[src/rtl/uart_rx_fifo_pkg.sv]
package uart_rx_fifo_pkg;
  localparam int unsigned CHAR_W = 8;

  typedef struct packed {
    logic              brk;
    logic              ferr;
    logic              perr;
    logic [CHAR_W-1:0] data;
  } rx_ent_t;

  function automatic logic ent_err(rx_ent_t e);
    return e.brk | e.ferr | e.perr;
  endfunction

  function automatic int unsigned trig_level(logic [1:0] sel);
    case (sel)
      2'b00:   return 1;
      2'b01:   return 4;
      2'b10:   return 8;
      default: return 14;
    endcase
  endfunction
endpackage

[src/rtl/uart_rx_fifo_store.sv]
module uart_rx_fifo_store
  import uart_rx_fifo_pkg::*;
#(
  parameter int unsigned DEPTH = 16,
  localparam int unsigned AW = (DEPTH > 1) ? $clog2(DEPTH) : 1,
  localparam int unsigned CW = $clog2(DEPTH + 1)
) (
  input  logic          clk_i,
  input  logic          rst_ni,
  input  logic          flush_i,
  input  logic          push_i,
  input  logic          pop_i,
  input  rx_ent_t       push_ent_i,
  output rx_ent_t       head_o,
  output logic [CW-1:0] count_o,
  output logic          err_any_o
);
  rx_ent_t       mem_q [DEPTH];
  logic [AW-1:0] wr_q, rd_q;
  logic [CW-1:0] cnt_q, err_q;

  function automatic logic [AW-1:0] nxt(logic [AW-1:0] p);
    return (p == AW'(DEPTH - 1)) ? '0 : p + 1'b1;
  endfunction

  always_ff @(posedge clk_i or negedge rst_ni) begin
    if (!rst_ni) begin
      for (int i = 0; i < DEPTH; i++) mem_q[i] <= '0;
      wr_q  <= '0;
      rd_q  <= '0;
      cnt_q <= '0;
      err_q <= '0;
    end else if (flush_i) begin
      wr_q  <= '0;
      rd_q  <= '0;
      cnt_q <= '0;
      err_q <= '0;
    end else begin
      if (push_i) begin
        mem_q[wr_q] <= push_ent_i;
        wr_q        <= nxt(wr_q);
      end
      if (pop_i) rd_q <= nxt(rd_q);
      cnt_q <= cnt_q + CW'(push_i) - CW'(pop_i);
      // errored-entry count tracks pushes and pops of marked entries
      err_q <= err_q + CW'(push_i && ent_err(push_ent_i))
                     - CW'(pop_i && ent_err(mem_q[rd_q]));
    end
  end

  assign head_o    = mem_q[rd_q];
  assign count_o   = cnt_q;
  assign err_any_o = (err_q != '0);
endmodule

[src/rtl/uart_rx_fifo_tmo.sv]
module uart_rx_fifo_tmo #(
  parameter int unsigned CT_W = 16,
  localparam int unsigned IW = CT_W + 2
) (
  input  logic            clk_i,
  input  logic            rst_ni,
  input  logic            restart_i,
  input  logic            arm_i,
  input  logic [CT_W-1:0] char_time_i,
  output logic            expired_o
);
  logic [IW-1:0] idle_q, limit;

  assign limit = {char_time_i, 2'b00};  // four character times

  always_ff @(posedge clk_i or negedge rst_ni) begin
    if (!rst_ni)             idle_q <= '0;
    else if (restart_i)      idle_q <= '0;
    else if (idle_q < limit) idle_q <= idle_q + 1'b1;
  end

  assign expired_o = arm_i && (limit != '0) && (idle_q >= limit);
endmodule

[src/rtl/uart_rx_fifo.sv]
module uart_rx_fifo
  import uart_rx_fifo_pkg::*;
#(
  parameter int unsigned DEPTH = 16,
  parameter int unsigned CT_W  = 16,
  localparam int unsigned CW = $clog2(DEPTH + 1)
) (
  input  logic              clk_i,
  input  logic              rst_ni,
  input  logic              fifo_en_i,
  input  logic              rx_flush_i,
  input  logic [1:0]        trig_sel_i,
  input  logic [CT_W-1:0]   char_time_i,
  input  logic              wr_valid_i,
  input  logic [CHAR_W-1:0] wr_data_i,
  input  logic              wr_perr_i,
  input  logic              wr_ferr_i,
  input  logic              wr_brk_i,
  input  logic              rd_i,
  input  logic              lsr_rd_i,
  output logic [CHAR_W-1:0] rd_data_o,
  output logic              head_perr_o,
  output logic              head_ferr_o,
  output logic              head_brk_o,
  output logic              data_ready_o,
  output logic              overrun_o,
  output logic              fifo_err_o,
  output logic              trig_o,
  output logic              timeout_o,
  output logic [CW-1:0]     level_o
);
  rx_ent_t       in_ent, head;
  logic [CW-1:0] cnt;
  logic          full, push, pop, ovr_evt, ovr_q, nonempty, err_any;

  assign in_ent   = '{brk: wr_brk_i, ferr: wr_ferr_i, perr: wr_perr_i, data: wr_data_i};
  assign nonempty = (cnt != '0);
  assign full     = fifo_en_i ? (cnt == CW'(DEPTH)) : nonempty;
  assign push     = wr_valid_i && !full && !rx_flush_i;
  assign pop      = rd_i && nonempty && !rx_flush_i;
  assign ovr_evt  = wr_valid_i && full && !rx_flush_i;

  uart_rx_fifo_store #(.DEPTH(DEPTH)) u_store (
    .clk_i      (clk_i),
    .rst_ni     (rst_ni),
    .flush_i    (rx_flush_i),
    .push_i     (push),
    .pop_i      (pop),
    .push_ent_i (in_ent),
    .head_o     (head),
    .count_o    (cnt),
    .err_any_o  (err_any)
  );

  uart_rx_fifo_tmo #(.CT_W(CT_W)) u_tmo (
    .clk_i       (clk_i),
    .rst_ni      (rst_ni),
    .restart_i   (wr_valid_i || rd_i || rx_flush_i || !nonempty),
    .arm_i       (fifo_en_i && nonempty),
    .char_time_i (char_time_i),
    .expired_o   (timeout_o)
  );

  always_ff @(posedge clk_i or negedge rst_ni) begin
    if (!rst_ni)       ovr_q <= 1'b0;
    else if (ovr_evt)  ovr_q <= 1'b1;  // new event beats a status read
    else if (lsr_rd_i) ovr_q <= 1'b0;
  end

  assign rd_data_o    = head.data;
  assign head_perr_o  = head.perr;
  assign head_ferr_o  = head.ferr;
  assign head_brk_o   = head.brk;
  assign data_ready_o = nonempty;
  assign overrun_o    = ovr_q;
  assign fifo_err_o   = err_any;
  assign level_o      = cnt;
  assign trig_o       = nonempty && (!fifo_en_i || (cnt >= CW'(trig_level(trig_sel_i))));
endmodule

[config.mk]
export PLATFORM = sky130hd
export DESIGN_NAME = uart_rx_fifo
export DESIGN_NICKNAME = d
export VERILOG_FILES = /design/src/rtl/uart_rx_fifo_pkg.sv /design/src/rtl/uart_rx_fifo_store.sv /design/src/rtl/uart_rx_fifo_tmo.sv /design/src/rtl/uart_rx_fifo.sv
export SDC_FILE = /design/constraint.sdc
export NUM_CORES = 1
export LEC_CHECK = 0
export ABC_AREA = 1
export BUFFER_PORTS_ARGS = -buffer_cell sky130_fd_sc_hd__clkbuf_2
export CORE_MARGIN = 3
export CORE_UTILIZATION = 60
export CTS_CLUSTER_SIZE = 28
export DETAILED_ROUTE_END_ITERATION = 10
export GPL_ROUTABILITY_DRIVEN = 0
export PLACE_DENSITY = 0.81
export SLEW_MARGIN = 20
export SYNTH_ARGS = -nofsm -noshare
export SYNTH_HDL_FRONTEND = slang
export SYNTH_HIERARCHICAL = 1
export SYNTH_SLANG_ARGS = --single-unit
[constraint.sdc]
create_clock -name clk_i -period 3 [get_ports clk_i]
set_clock_uncertainty 0.2 [all_clocks]
set_input_delay 0.15 -clock clk_i [delete_from_list [all_inputs] [get_ports clk_i]]
set_output_delay 0.15 -clock clk_i [all_outputs]
set_load 0.02 [all_outputs]
Word-level counts from Yosys, hierarchy flattened
Index checks and enable logic that the tools add are counted.
{"block": "word_totals", "ff_bits": 213, "out_inout_bits": 21, "inputBits": 36, "word_cells": 145}
{"block": "classes", "bitwise_logic": 7, "reduce_logical": 30, "magnitude_cmp": 6, "muxes": 20, "n_eq_ne": 5, "n_addsub": 7}
{"op": "176-bit bitwise mux", "n": 1}
{"op": "11-bit binary-select mux with 4-bit select", "n": 1}
{"op": "11-bit demux with 4-bit select", "n": 1}
{"op": "18-bit 2-to-1 mux", "n": 2}
{"op": "11-bit 2-to-1 mux", "n": 3}
{"op": "4-bit 2-to-1 mux", "n": 6}
{"op": "18-bit by 1-bit adder with 18-bit output, second input constant", "n": 1}
{"op": "18-bit >= comparator", "n": 1}
{"op": "18-bit < comparator", "n": 1}
{"op": "18-bit nonzero test", "n": 1}
{"op": "1-bit logical AND", "n": 13}
{"op": "4-bit one-hot mux with 3 select lines", "n": 1}
{"op": "5-bit by 1-bit adder with 5-bit output", "n": 2}
{"op": "5-bit >= comparator, second input constant", "n": 2}
{"op": "5-bit 2-to-1 mux", "n": 2}
{"op": "4-bit inverter with 5-bit output", "n": 2}
{"op": "5-bit nonzero test", "n": 2}
{"op": "5-bit by 1-bit subtractor with 5-bit output", "n": 2}
{"op": "4-bit by 1-bit adder with 4-bit output, second input constant", "n": 2}
{"op": "4-bit == test, second input constant", "n": 2}
{"op": "2-bit nonzero test", "n": 4}
{"op": "5-bit == test, second input constant", "n": 1}
{"op": "5-bit >= comparator", "n": 1}
{"op": "5-bit by 1-bit < comparator with 1-bit output, second input constant", "n": 1}
{"op": "9 further kinds", "n": 20}

Logic depth before layout (Yosys ltp)
Gate-level depths: netlist of run 1.
{"block": "logic_depth", "depth_word": 9, "ltp_mapped": 20, "depth_no_buf": 18}

Modules after synthesis
Netlist of run 1, hierarchy kept.
{"module": "uart_rx_fifo_store", "seq_area_each_um2": 4854.7, "n_inst": 1, "area_per_inst_um2": 9263.9, "cells_each": 1123}
{"module": "uart_rx_fifo_tmo", "seq_area_each_um2": 450.4, "n_inst": 1, "area_per_inst_um2": 1730.4, "cells_each": 251}
{"module": "uart_rx_fifo", "seq_area_each_um2": 25.0, "n_inst": 1, "area_per_inst_um2": 271.5, "cells_each": 46}

Worst setup path after synthesis of run 1
Ideal clock, no wire load.
{"block": "synth_timing", "path_kind": "flip-flop to flip-flop", "from": "register u_store.rd_q[0]", "to": "register u_store.err_q[4]", "synth_period_minus_slack_ns": 2.968, "arrival_time_ns": 2.636, "setup_time_ns": 0.132, "stages_incl_launch_ff": 20, "path_slack_ns": 0.032, "n_path_buf": 3, "required_time_ns": 2.668, "cell_sequence": "dfrtp_1 > buf_4 > inv_2 > buf_4 > buf_4 > a21oi_1 > nor2_1 > nand2_1 > nand2_1 > nor2_1 > a21oi_1 > ha_1 > inv_1 > ha_1 > fa_1 > nand2_1 > a21oi_1 > nor2_1 > xor2_1 > nor2_1"}
{"block": "synth_between", "elab_chain_cells": 9}
{"item": "start: declaration", "line_no": "uart_rx_fifo_store.sv:19", "rtl": "logic [AW-1:0] wr_q, rd_q;"}
{"item": "start signal: assignment", "line_no": "uart_rx_fifo_store.sv:43", "rtl": "if (pop_i) rd_q <= nxt(rd_q);"}
{"item": "4-bit inverter with 5-bit output"}
{"item": "11-bit binary-select mux with 4-bit select"}
{"item": "11-bit 2-to-1 mux (2 in series)"}
{"item": "net head_ferr_o", "line_no": "uart_rx_fifo.sv:23", "rtl": "output logic head_ferr_o,"}
{"item": "1-bit OR (2 in series)", "line_no": "uart_rx_fifo_pkg.sv:12", "rtl": "return e.brk | e.ferr | e.perr;"}
{"item": "1-bit logical AND", "line_no": "uart_rx_fifo_store.sv:47", "rtl": "- CW'(pop_i && ent_err(mem_q[rd_q]));"}
{"item": "5-bit by 1-bit subtractor with 5-bit output", "line_no": "uart_rx_fifo_store.sv:47"}
{"item": "5-bit 2-to-1 mux", "line_no": "uart_rx_fifo_store.sv:33", "rtl": "end else if (flush_i) begin"}
{"item": "end signal: assignment", "line_no": "uart_rx_fifo_store.sv:46", "rtl": "err_q <= err_q + CW'(push_i && ent_err(push_ent_i))"}
{"item": "end: declaration", "line_no": "uart_rx_fifo_store.sv:20", "rtl": "logic [CW-1:0] cnt_q, err_q;"}
The timed path passes the listed nets, and every way through them passes these cells. The select of a mux whose other input is x is not followed.
A chain may end at the register's enable or synchronous reset.

Final worst setup path of run 1
{"block": "layout_timing", "from": "register u_store.rd_q[0]", "to": "register u_store.err_q[4]"}
{"block": "layout_between", "elab_chain_cells": 9}
{"item": "4-bit inverter with 5-bit output (not written as such) *", "line_no": "uart_rx_fifo_store.sv:47"}
{"item": "11-bit binary-select mux with 4-bit select *", "line_no": "uart_rx_fifo_store.sv:47"}
{"item": "11-bit 2-to-1 mux (not written as such) * (2 in series)", "line_no": "uart_rx_fifo_store.sv:47"}
{"item": "1-bit OR", "line_no": "uart_rx_fifo_pkg.sv:12"}
{"item": "1-bit OR *", "line_no": "uart_rx_fifo_pkg.sv:12"}
{"item": "1-bit logical AND *", "line_no": "uart_rx_fifo_store.sv:47"}
{"item": "5-bit by 1-bit subtractor with 5-bit output *", "line_no": "uart_rx_fifo_store.sv:47"}
{"item": "5-bit 2-to-1 mux *", "line_no": "uart_rx_fifo_store.sv:33"}
Every way passes the cells marked *; elsewhere a longest branch is shown, timed or not. The select of a mux whose other input is x is not followed.

==> results of run 1 <==
-- kinds of logic after synthesis --
group / after synthesis / synth area share [%]
and+or+nand+nor: 577 / 21.9
AOI/OAI and AO/OA: 330 / 15.7
buffers and inverters: 244 / 9.22
DFF: 213 / 47.3
adders and majority gates: 40 / 4.58
xor gates and xnor gates: 16 / 1.24
-- repair_timing --
action / 4_1_cts / 5_1_grt
gates cloned: 0 / 5
gates resized for setup: 2 / 41
endpoints found under the hold margin: 196 / 0
buffers inserted: 0 / 11
endpoints found under the setup margin: 1 / 6
pin swaps: 0 / 21
hold buffers: 19 / 0
-- worst min path at each step --
stage / cells past startpoint / slack (ps) / to
detailed placement: 1 / 80 / u_store/err_q[3]
CTS: 2 / 100 / u_store/mem_q[63]
floorplan: 0 / -350 / overrun_o
global route: 2 / 130 / u_store/count_o[1]
global placement: 1 / 70 / u_store/err_q[3]
finish: 2 / 90 / u_store/count_o[2]
-- per-layer routing --
metal / routed length [um] / GRT usage [%] / up-vias
met5: 0 / 0 / -
met4: 1130 / 10.7 / 0
li1: - / - / 4795
met2: 14400 / 48.7 / 532
met3: 2720 / 4.35 / 109
met1: 12500 / 42.0 / 4842
-- synth_stat cells (2+ instances only) --
cell	instances	area share (%)
nor2_2	10	0.56
o22ai_1	4	0.22
nor2_1	121	4.0
buf_6	4	0.40
xor2_1	10	0.78
clkinv_1	5	0.17
o2111ai_1	12	0.93
inv_1	153	5.1
o21ai_0	194	8.6
xnor2_1	6	0.47
o21ai_1	8	0.36
inv_2	8	0.27
o211ai_1	19	1.3
a31oi_1	3	0.17
buf_2	29	1.3
nand3_1	64	2.8
ha_1	38	4.2
nor2_4	10	1.0
clkbuf_1	30	1.0
nor4_1	2	0.11
nand2_2	8	0.44
dfrtp_1	213	47
buf_4	15	1.0
fa_1	2	0.36
a21oi_1	85	3.8
nor3_1	2	0.089
nand2_1	330	11
nand4_1	25	1.4
-- stage by stage --
step | instances | instance area [um^2] | setup TNS, ps | util (%) | setup WS (ps)
finish | 1752 | 13200 | -117 | 72.5 | -76.2
global route | 1752 | 13200 | -444 | 72.5 | -192
CTS | 1736 | 12900 | 0 | 70.7 | 6.10
detailed placement | 1675 | 11800 | -65.9 | 65.0 | -65.9
global placement | 1675 | 11800 | 0 | 65.0 | 30.5
floorplan | 1420 | 11300 | 0 | - | 32.3
-- power by group through the flow --
stage	logic (mW)	clock network (mW)	registers, mW
floorplan	1.43	0	3.30
global placement	2.12	0	3.28
detailed placement	2.18	0	3.29
CTS	2.25	3.17	3.24
global route	2.79	3.28	3.27
finish	2.54	3.14	3.24
-- state kept, by name, summed over array words and instances (netlist names) --
register         flops
u_store/mem_q      176
u_store/wr_q         4
u_store/rd_q         4
u_tmo/idle_q        18
overrun_o            1
u_store/err_q        5
u_store/count_o      5
-- final cells by class --
type / instances / share of cell area (%)
multi-input combinational: 963 / 37.8
tap: 229 / 2.17
sequential: 213 / 40.4
clock inverter: 14 / 1.75
inverter: 166 / 4.78
clock buffer: 28 / 4.66
timing repair buffer: 139 / 8.44
-- layout by cell type (no fill, tap or decap), types with 5 or more instances in the layout --
| master | instances |
|---|---|
| nand2_1 | 321 |
| bufinv_16 | 6 |
| buf_4 | 49 |
| o21ai_0 | 190 |
| nor2_4 | 11 |
| dlygate4sd3_1 | 19 |
| xor2_1 | 10 |
| clkinv_2 | 5 |
| o21ai_1 | 11 |
| nand3_2 | 7 |
| o2111ai_1 | 12 |
| clkbuf_16 | 27 |
| nor2_1 | 118 |
| a21oi_1 | 82 |
| clkbuf_2 | 55 |
| o211ai_1 | 19 |
| buf_6 | 5 |
| inv_1 | 153 |
| nand2_2 | 17 |
| ha_1 | 37 |
| clkinv_1 | 5 |
| nand3_1 | 58 |
| nor2_2 | 12 |
| inv_2 | 7 |
| xnor2_1 | 6 |
| dfrtp_1 | 212 |
| nand4_1 | 25 |
==> flow_metrics.env, run 1 <==
export IMPL_crit_type="register to register"
export IMPL_synthArstFlopShare_pct=100
export IMPL_critPathLaunchType="register"
export IMPL_cts_sinks=213
export IMPL_htreeDepth=1
export IMPL_first_global_vias=9905
export IMPL_drc=0
export IMPL_yosys_warnings=6
export IMPL_grt_max_degree=92
export IMPL_ioPinCount=57
export IMPL_antenna_found_initial=0
export IMPL_worst_path_max_delay_cell="dfrtp_4"
export IMPL_power_frac_clock_pct=35.2
export IMPL_grt_pass1_wl_um=49800
export IMPL_r2r_slack_ps=-80
export IMPL_grt_overflow=0
export IMPL_power_density_nw_per_um2=676
export IMPL_crit_buf_inv=3
export IMPL_cts_tree="done"
export IMPL_grt_usage_pct=30.2
export IMPL_crit_family="adder cells"
export IMPL_worst_slack_ps=-76.2
export IMPL_layout_nets=1582
export IMPL_vias=10300
export IMPL_cts_root_buffer="clkbuf_16"
export IMPL_period_share_pct=103
export IMPL_p_int_mw=6.04
export IMPL_ys_flop_type="dfrtp_1"
export IMPL_wl_per_cell_um=17.6
export IMPL_period_minus_slack_ps=3080
export IMPL_switchingPower_mw=2.88
export IMPL_worst_path_max_fanout=6
export IMPL_required_ps=3180
export IMPL_status="finished, violations left"
export IMPL_multi_input_area_um2=4980
export IMPL_timing_slew_headroom_pct=50.2
export IMPL_slew_viol_final=0
export IMPL_violations="negative setup slack"
export IMPL_clock_latency_ps=510
export IMPL_vias_per_cell=5.87
export IMPL_hold_class="input port to async pin"
export IMPL_chipWidth_um=143
export IMPL_max_cap_viol_count=0
export IMPL_ys_types=38
export IMPL_swShare_pct=32.2
export IMPL_die_y_um=143
export IMPL_synth_seq_cells=213
export IMPL_endpoint="u_store/err_q[4]"
export IMPL_crit_chain="buf_6 > buf_12 > nand2_1 > nand2_1 > a21oi_1 > nor2_1 > nand2_1 > nand2_2 > nor2_2 > a21oi_2 > ha_1 > inv_1 > ha_2 > fa_2 > nand2_2 > a21oi_2 > nor2_1 > xor2_1 > nor2_1"
export IMPL_fill_cells=1318
export IMPL_clk_path_buf_depth=3
export IMPL_first_pass_iters=8
export IMPL_critical_path_startpoint="u_store/rd_q[0]"
export IMPL_ys_seq_area_share_pct=47.3
export IMPL_finalHoldViolations=0
export IMPL_r2r_start="u_store/rd_q[0]"
export IMPL_p_comb_share_pct=28.4
export IMPL_end_kind="register"
export IMPL_finalSetupViolCount=2
export IMPL_worst_path_stages=19
export IMPL_initial_core_util_pct=61.9
export IMPL_totalWireLength_um=30800
export IMPL_synth_area_um2=11300
export IMPL_grt_setup_unrepaired="true"
export IMPL_drive_above_1_share_pct=14.8
export IMPL_syn_nets=1496
export IMPL_worst_ir_drop_vdd_v=0.000396
export IMPL_total_power_mw=8.92
export IMPL_dieArea_um2=20500
export IMPL_hpwl_um=19400
export IMPL_cp_slowest_stage_delay_ps=510
export IMPL_ant_nets=0
export IMPL_drtIter0Drc=1149
export IMPL_io_buffer_count=56
export IMPL_rows=49
export IMPL_syn_inst=1420
export IMPL_rr_worst_depth=19
export IMPL_n_antenna_cell=0
export IMPL_syn_avg_cell_area_um2=7.93
export IMPL_timing_hold_ws_ps=86.7
export IMPL_final_seq_area_um2=5330
export IMPL_syn_to_final_growth_pct=17.1
export IMPL_cts_buffers=23
export IMPL_synth_edf_count=0
export IMPL_reg2reg_to="u_store/err_q[4]"
export IMPL_fmax_ghz=0.325
export IMPL_clk_pin_slew_ps=60
export IMPL_worstMarginPinSlew_ps=748
export IMPL_p_leak_nw=6.48
export IMPL_seq_power_share_pct=36.4
export IMPL_core_area_um2=18200
export IMPL_arrival_ps=3260
No activity file was read; power rests on OpenSTA's default activity.
==> run 2: changes to the inputs <==
Settings changed: CORE_UTILIZATION 60 to 50, PLACE_DENSITY 0.81 to 0.7.
==> run 2 against run 1 <==
Against the previous run: the run ends with negative hold slack left; sequential share of layout area up 0.80 points; clock-buffer cell count up 11; first-iteration DRC count down 28%; combinational power down 15%; final area down 1.9%; highest routed layer is now met5.
==> flow_metrics.env, run 2 (same netlist as run 1, synthesis figures left out) <==
export IMPL_status="finished, violations left"
export IMPL_violations="negative hold slack"
export IMPL_crit_type="register to register"
export IMPL_layout_nets=1567
export IMPL_required_ps=3200
export IMPL_n_antenna_cell=0
export IMPL_first_pass_iters=5
export IMPL_drc=0
export IMPL_dpl_cell_area_um2=11900
export IMPL_r2r_slack_ps=50
export IMPL_worstMarginPinSlew_ps=592
export IMPL_fmax_ghz=0.339
export IMPL_cp_slowest_stage_delay_ps=520
export IMPL_worst_path_max_fanout=20
export IMPL_reg_top3="u_store/mem_q (176), u_tmo/idle_q (18)"
export IMPL_r2r_start="u_store/rd_q[0]"
export IMPL_tns_ps=0
export IMPL_drtIter0Drc=826
export IMPL_max_cap_viol_count=0
export IMPL_rr_worst_depth=18
export IMPL_end_kind="register"
export IMPL_critPathLaunchType="register"
export IMPL_crit_buf_inv=3
export IMPL_worst_path_max_delay_cell="dfrtp_4"
export IMPL_grt_setup_unrepaired="true"
export IMPL_totalWireLength_um=28900
export IMPL_timing_critical_path_mode_cell="nand2_1"
export IMPL_cts_tree="done"
export IMPL_hold_class="input port to async pin"
export IMPL_initial_core_util_pct=51.3
export IMPL_rows=54
export IMPL_power_density_nw_per_um2=660
export IMPL_grt_max_degree=73
export IMPL_slew_viol_final=0
export IMPL_fill_cells=1935
export IMPL_cts_buffers=24
export IMPL_ioPinCount=57
export IMPL_arrival_ps=3150
export IMPL_vias_per_cell=5.38
export IMPL_hpwl_um=18900
export IMPL_timing_hold_ws_ps=-5.77
export IMPL_final_cell_mix="nand2_1 (330), dfrtp_1 (212), o21ai_0 (194)"
export IMPL_clk_path_buf_depth=3
export IMPL_clk_pin_slew_ps=60
export IMPL_swShare_pct=31.6
export IMPL_p_comb_share_pct=25.4
export IMPL_vias=9626
export IMPL_wl_per_cell_um=16.2
export IMPL_worst_ir_drop_vdd_v=0.000413
export IMPL_core_area_um2=22000
export IMPL_cts_sinks=213
export IMPL_ant_nets=0
export IMPL_grt_overflow=0
export IMPL_finalHoldViolations=7
export IMPL_chipWidth_um=156
export IMPL_critical_path_startpoint="u_store/rd_q[0]"
export IMPL_period_minus_slack_ps=2950
export IMPL_final_cells=1788
export IMPL_htreeDepth=1
export IMPL_top_register="u_store/mem_q"
export IMPL_grt_usage_pct=23.9
export IMPL_layout_commonest_cell="nand2_1"
export IMPL_finalSetupViolCount=0
export IMPL_period_share_pct=98.2
export IMPL_endpoint="u_store/err_q[4]"
export IMPL_io_buffer_count=56
export IMPL_final_util_pct=58.9
export IMPL_first_global_vias=9018
export IMPL_timing_slew_headroom_pct=60.4
export IMPL_worst_path_stages=18
export IMPL_crit_chain="inv_4 > nand2_1 > nand3_1 > nand2_1 > nor2_1 > nand2_1 > nand2_1 > inv_2 > a21oi_1 > ha_1 > inv_1 > ha_2 > fa_2 > nand2_1 > a21oi_1 > nor2_1 > xor2_1 > nor2_1"
export IMPL_p_int_mw=5.84
export IMPL_syn_to_final_growth_pct=14.9
export IMPL_antenna_found_initial=1
export IMPL_drive_above_1_share_pct=12.3
export IMPL_reg2reg_to="u_store/err_q[4]"
export IMPL_switchingPower_mw=2.70
export IMPL_crit_family="simple AND/OR/NAND/NOR gates"
export IMPL_final_cell_area_um2=12900
export IMPL_p_leak_nw=6.33
export IMPL_grt_pass1_wl_um=47000
export IMPL_dieArea_um2=24400
export IMPL_die_y_um=156
export IMPL_seq_power_share_pct=38.0
export IMPL_power_frac_clock_pct=36.5
export IMPL_placed_cells=1726
export IMPL_clock_latency_ps=510
export IMPL_cts_root_buffer="clkbuf_16"
export IMPL_largest_register_ffs=176
## run 2: power by group through the flow
stage	Clock, mW	Sequential [mW]	Combinational, mW
floorplan	0	3.30	1.43
global placement	0	3.29	2.07
detailed placement	0	3.29	2.12
CTS	3.17	3.25	2.16
global route	3.28	3.28	2.45
finish	3.12	3.25	2.17
## run 2: worst reg2reg max path: cells and delay by family (launching register included)
family	cells	cell delay, ps
simple gates	9	730
fa+ha+maj	3	710
flops	1	520
buf+inv	3	270
compound gates	2	250
xor+xnor	1	150
## run 2: cell type report
cell class              instances  area (um^2)  share of cell area [%]
repair buffers                123          881                    6.81
well taps                     280          350                    2.71
clock buffers                  39          748                    5.78
inverters                     166          626                    4.83
clock inverters                 4         98.8                   0.764
flip-flops and latches        213         5330                    41.2
multi-input cells             963         4900                    37.9
## run 2: per-stage QoR
stage	setup WS, ps	hold WS, ps	power (mW)
2_1_floorplan	32.3	-346	4.73
3_3_place_gp	15.8	-50.5	5.36
3_5_place_dp	-46.9	-46.4	5.41
4_1_cts	24.3	20.4	8.58
5_1_grt	-104	36.5	9.01
6_report	53.7	-5.77	8.54
## run 2: timing repair
item,in CTS,in global routing
cloned,0,0
endpoints found under the setup margin,1,1
endpoints found under the hold margin,362,0
setup buffers,0,0
hold buffers,19,0
pin swaps,0,1
gates resized for setup,1,6
## run 2: metal layers
layer / part of all wire, % / GRT usage [%] / up-vias
li1: - / - / 4765
met1: 46 / 34.7 / 4545
met2: 45 / 37.8 / 261
met3: 5.8 / 3.52 / 53
met4: 2.5 / 6.84 / 2
met5: 0.059 / 0 / -
## run 2: worst min path at each step
stage | depth (start not counted) | endpoint
2_1_floorplan | 0 | overrun_o
3_3_place_gp | 1 | u_store/mem_q[35]
3_5_place_dp | 1 | u_store/mem_q[125]
4_1_cts | 2 | u_store/mem_q[59]
5_1_grt | 2 | u_store/mem_q[35]
6_report | 2 | u_store/mem_q[114]
==> run 3: changes to the inputs <==
Settings changed: CORE_UTILIZATION 50 to 49, PLACE_DENSITY 0.7 to 0.69.
==> run 3 against run 2 <==
Against the previous run: clock power down 4%; critical endpoint unchanged; global-route usage down 0.35 points; sequential power about the same; sequential cell count unchanged; combinational power up 3%; critical path depth down 1; non-clock buffer count up 10; sequential share of layout area down 0.34 points; the flow finishes with violations (negative setup slack); final area up 0.85%.
==> flow_metrics.env, run 3 (same netlist as run 1, synthesis figures left out) <==
export IMPL_multi_input_area_um2=4940
export IMPL_power_density_nw_per_um2=651
export IMPL_largest_register_ffs=176
export IMPL_rr_worst_depth=17
export IMPL_worst_ir_drop_vdd_v=0.000455
export IMPL_worstMarginPinSlew_ps=784
export IMPL_final_seq_area_um2=5340
export IMPL_dieArea_um2=24800
export IMPL_core_area_um2=22200
export IMPL_drtIter0Drc=788
export IMPL_final_cells=1799
export IMPL_met3_usage_pct=2.95
export IMPL_wl_per_cell_um=16.0
export IMPL_busiest_layer="met2"
export IMPL_grt_setup_unrepaired="true"
export IMPL_drc=0
export IMPL_htreeDepth=1
export IMPL_n_antenna_cell=0
export IMPL_totalWireLength_um=28800
export IMPL_drive_above_1_share_pct=13.6
export IMPL_hold_class="input port to async pin"
export IMPL_slew_viol_final=0
export IMPL_critPathLaunchType="register"
export IMPL_finalHoldViolations=0
export IMPL_period_share_pct=102
export IMPL_finalSetupViolCount=1
export IMPL_placed_cells=1730
export IMPL_grt_max_degree=96
export IMPL_io_buffer_count=56
export IMPL_final_cell_mix="nand2_1 (327), dfrtp_1 (211), o21ai_0 (194)"
export IMPL_die_y_um=158
export IMPL_end_kind="register"
export IMPL_clock_latency_ps=510
export IMPL_r2r_start="u_store/rd_q[0]"
export IMPL_worst_slack_ps=-54.5
export IMPL_grt_usage_pct=23.6
export IMPL_ant_nets=0
export IMPL_fill_cells=1996
export IMPL_cts_tree="done"
export IMPL_cts_sinks=213
export IMPL_clk_path_buf_depth=3
export IMPL_use_met1_pct=34.2
export IMPL_crit_type="register to register"
export IMPL_tns_ps=-54.5
export IMPL_vias=9602
export IMPL_clk_pin_slew_ps=60
export IMPL_ioPinCount=57
export IMPL_chipWidth_um=158
export IMPL_reg2reg_to="u_store/err_q[4]"
export IMPL_timing_hold_ws_ps=3.39
export IMPL_r2r_slack_ps=-50
export IMPL_period_minus_slack_ps=3050
export IMPL_arrival_ps=3250
export IMPL_initial_core_util_pct=50.7
export IMPL_cts_root_buffer="clkbuf_16"
export IMPL_layout_nets=1577
export IMPL_hpwl_um=19100
export IMPL_grt_overflow=0
export IMPL_p_leak_nw=6.37
export IMPL_dp_slack_ps=-54.9
export IMPL_violations="negative setup slack"
export IMPL_syn_to_final_growth_pct=15.8
export IMPL_antenna_found_initial=0
export IMPL_layout_commonest_cell="nand2_1"
export IMPL_worst_path_max_fanout=8
export IMPL_max_cap_viol_count=0
export IMPL_vias_per_cell=5.34
export IMPL_endpoint="u_store/err_q[4]"
export IMPL_first_global_vias=9164
export IMPL_reg_top3="u_store/mem_q (176), u_tmo/idle_q (18)"
export IMPL_timing_slew_headroom_pct=47.7
export IMPL_fmax_ghz=0.327
export IMPL_met2_usage_pct=38.1
export IMPL_rows=54
export IMPL_top_register="u_store/mem_q"
export IMPL_first_pass_iters=5
export IMPL_cts_buffers=24
export IMPL_grt_pass1_wl_um=47300
export IMPL_status="finished, violations left"
export IMPL_critical_path_startpoint="u_store/rd_q[0]"
export IMPL_required_ps=3190
-- run 3: cell count changes in the layout (fill, tap and decap cells not counted), moves of 2 or more --
| cell | previous run | this run |
|---|---|---|
| clkbuf_8 | 7 | 5 |
| nor2_1 | 121 | 118 |
| nand2_2 | 8 | 11 |
| nand2_1 | 330 | 327 |
| a21oi_1 | 85 | 82 |
| nor2_2 | 10 | 12 |
| clkinv_2 | 0 | 2 |
| buf_4 | 43 | 49 |
| clkinvlp_4 | 0 | 2 |
| buf_6 | 2 | 4 |
| buf_12 | 2 | 4 |
| a21oi_2 | 0 | 3 |
-- run 3: layer usage --
layer,vias up,part of all wire (%)
li1,4779,-
met1,4506,46
met2,269,47
met3,48,5.6
met4,0,2.1
met5,-,0
-- run 3: worst max-delay path, stage by stage (launching register included) --
cell and delay [ps]:
dfrtp_4 560, buf_8 160, buf_6 120, o211ai_1 210, nand3_1 120, nand2_1 90, nand2_2 60, inv_2 50
a21oi_2 50, ha_1 270, inv_1 40, ha_2 190, fa_2 370, nand2_2 70, a21oi_2 50, nor2_2 110
xor2_1 140, nor2_1 50
-- run 3: layout make-up --
class                      instances  area share (%)
multi-input combinational        963            37.8
clock buffer                      37            5.52
timing repair buffer             133            7.54
clock inverter                     7           0.738
sequential                       213            40.9
inverter                         166            4.81
tap                              280            2.68
-- run 3: metrics by stage --
step           util (%)  power (mW)  area (um^2)
4_1_cts            58.2        8.47        12900
3_3_place_gp       53.6        5.36        11900
2_1_floorplan         -        4.73        11300
3_5_place_dp       53.6        5.42        11900
6_report           58.7        8.50        13100
5_1_grt            58.7        8.97        13100
-- run 3: what timing repair did --
item                                    4_1_cts  5_1_grt
hold buffers                                 18        0
endpoints found under the hold margin       263        0
resized for setup                             3       27
gates cloned                                  0        1
endpoints found under the setup margin        2        4
setup buffers                                 0        6
pin swaps                                     0       13
-- run 3: worst min path at each step --
stage                     startpoint               to  depth (start not counted)
after floorplan               rst_ni        overrun_o                          0
after global routing      wr_valid_i  u_store/wr_q[2]                          6
final                         rst_ni  u_tmo/idle_q[4]                          2
after CTS                 wr_valid_i  u_store/wr_q[2]                          6
after global placement        rst_ni  u_tmo/idle_q[6]                          1
after detailed placement      rst_ni  u_tmo/idle_q[4]                          1
-- run 3: report_power, final --
part	switching, mW	total (mW)	internal [mW]	leakage, nW
clock network	1.16	2.99	1.83	0.395
logic	1.40	2.24	0.847	3.36
registers	0.171	3.26	3.09	2.61
total	2.73	8.50	5.77	6.37
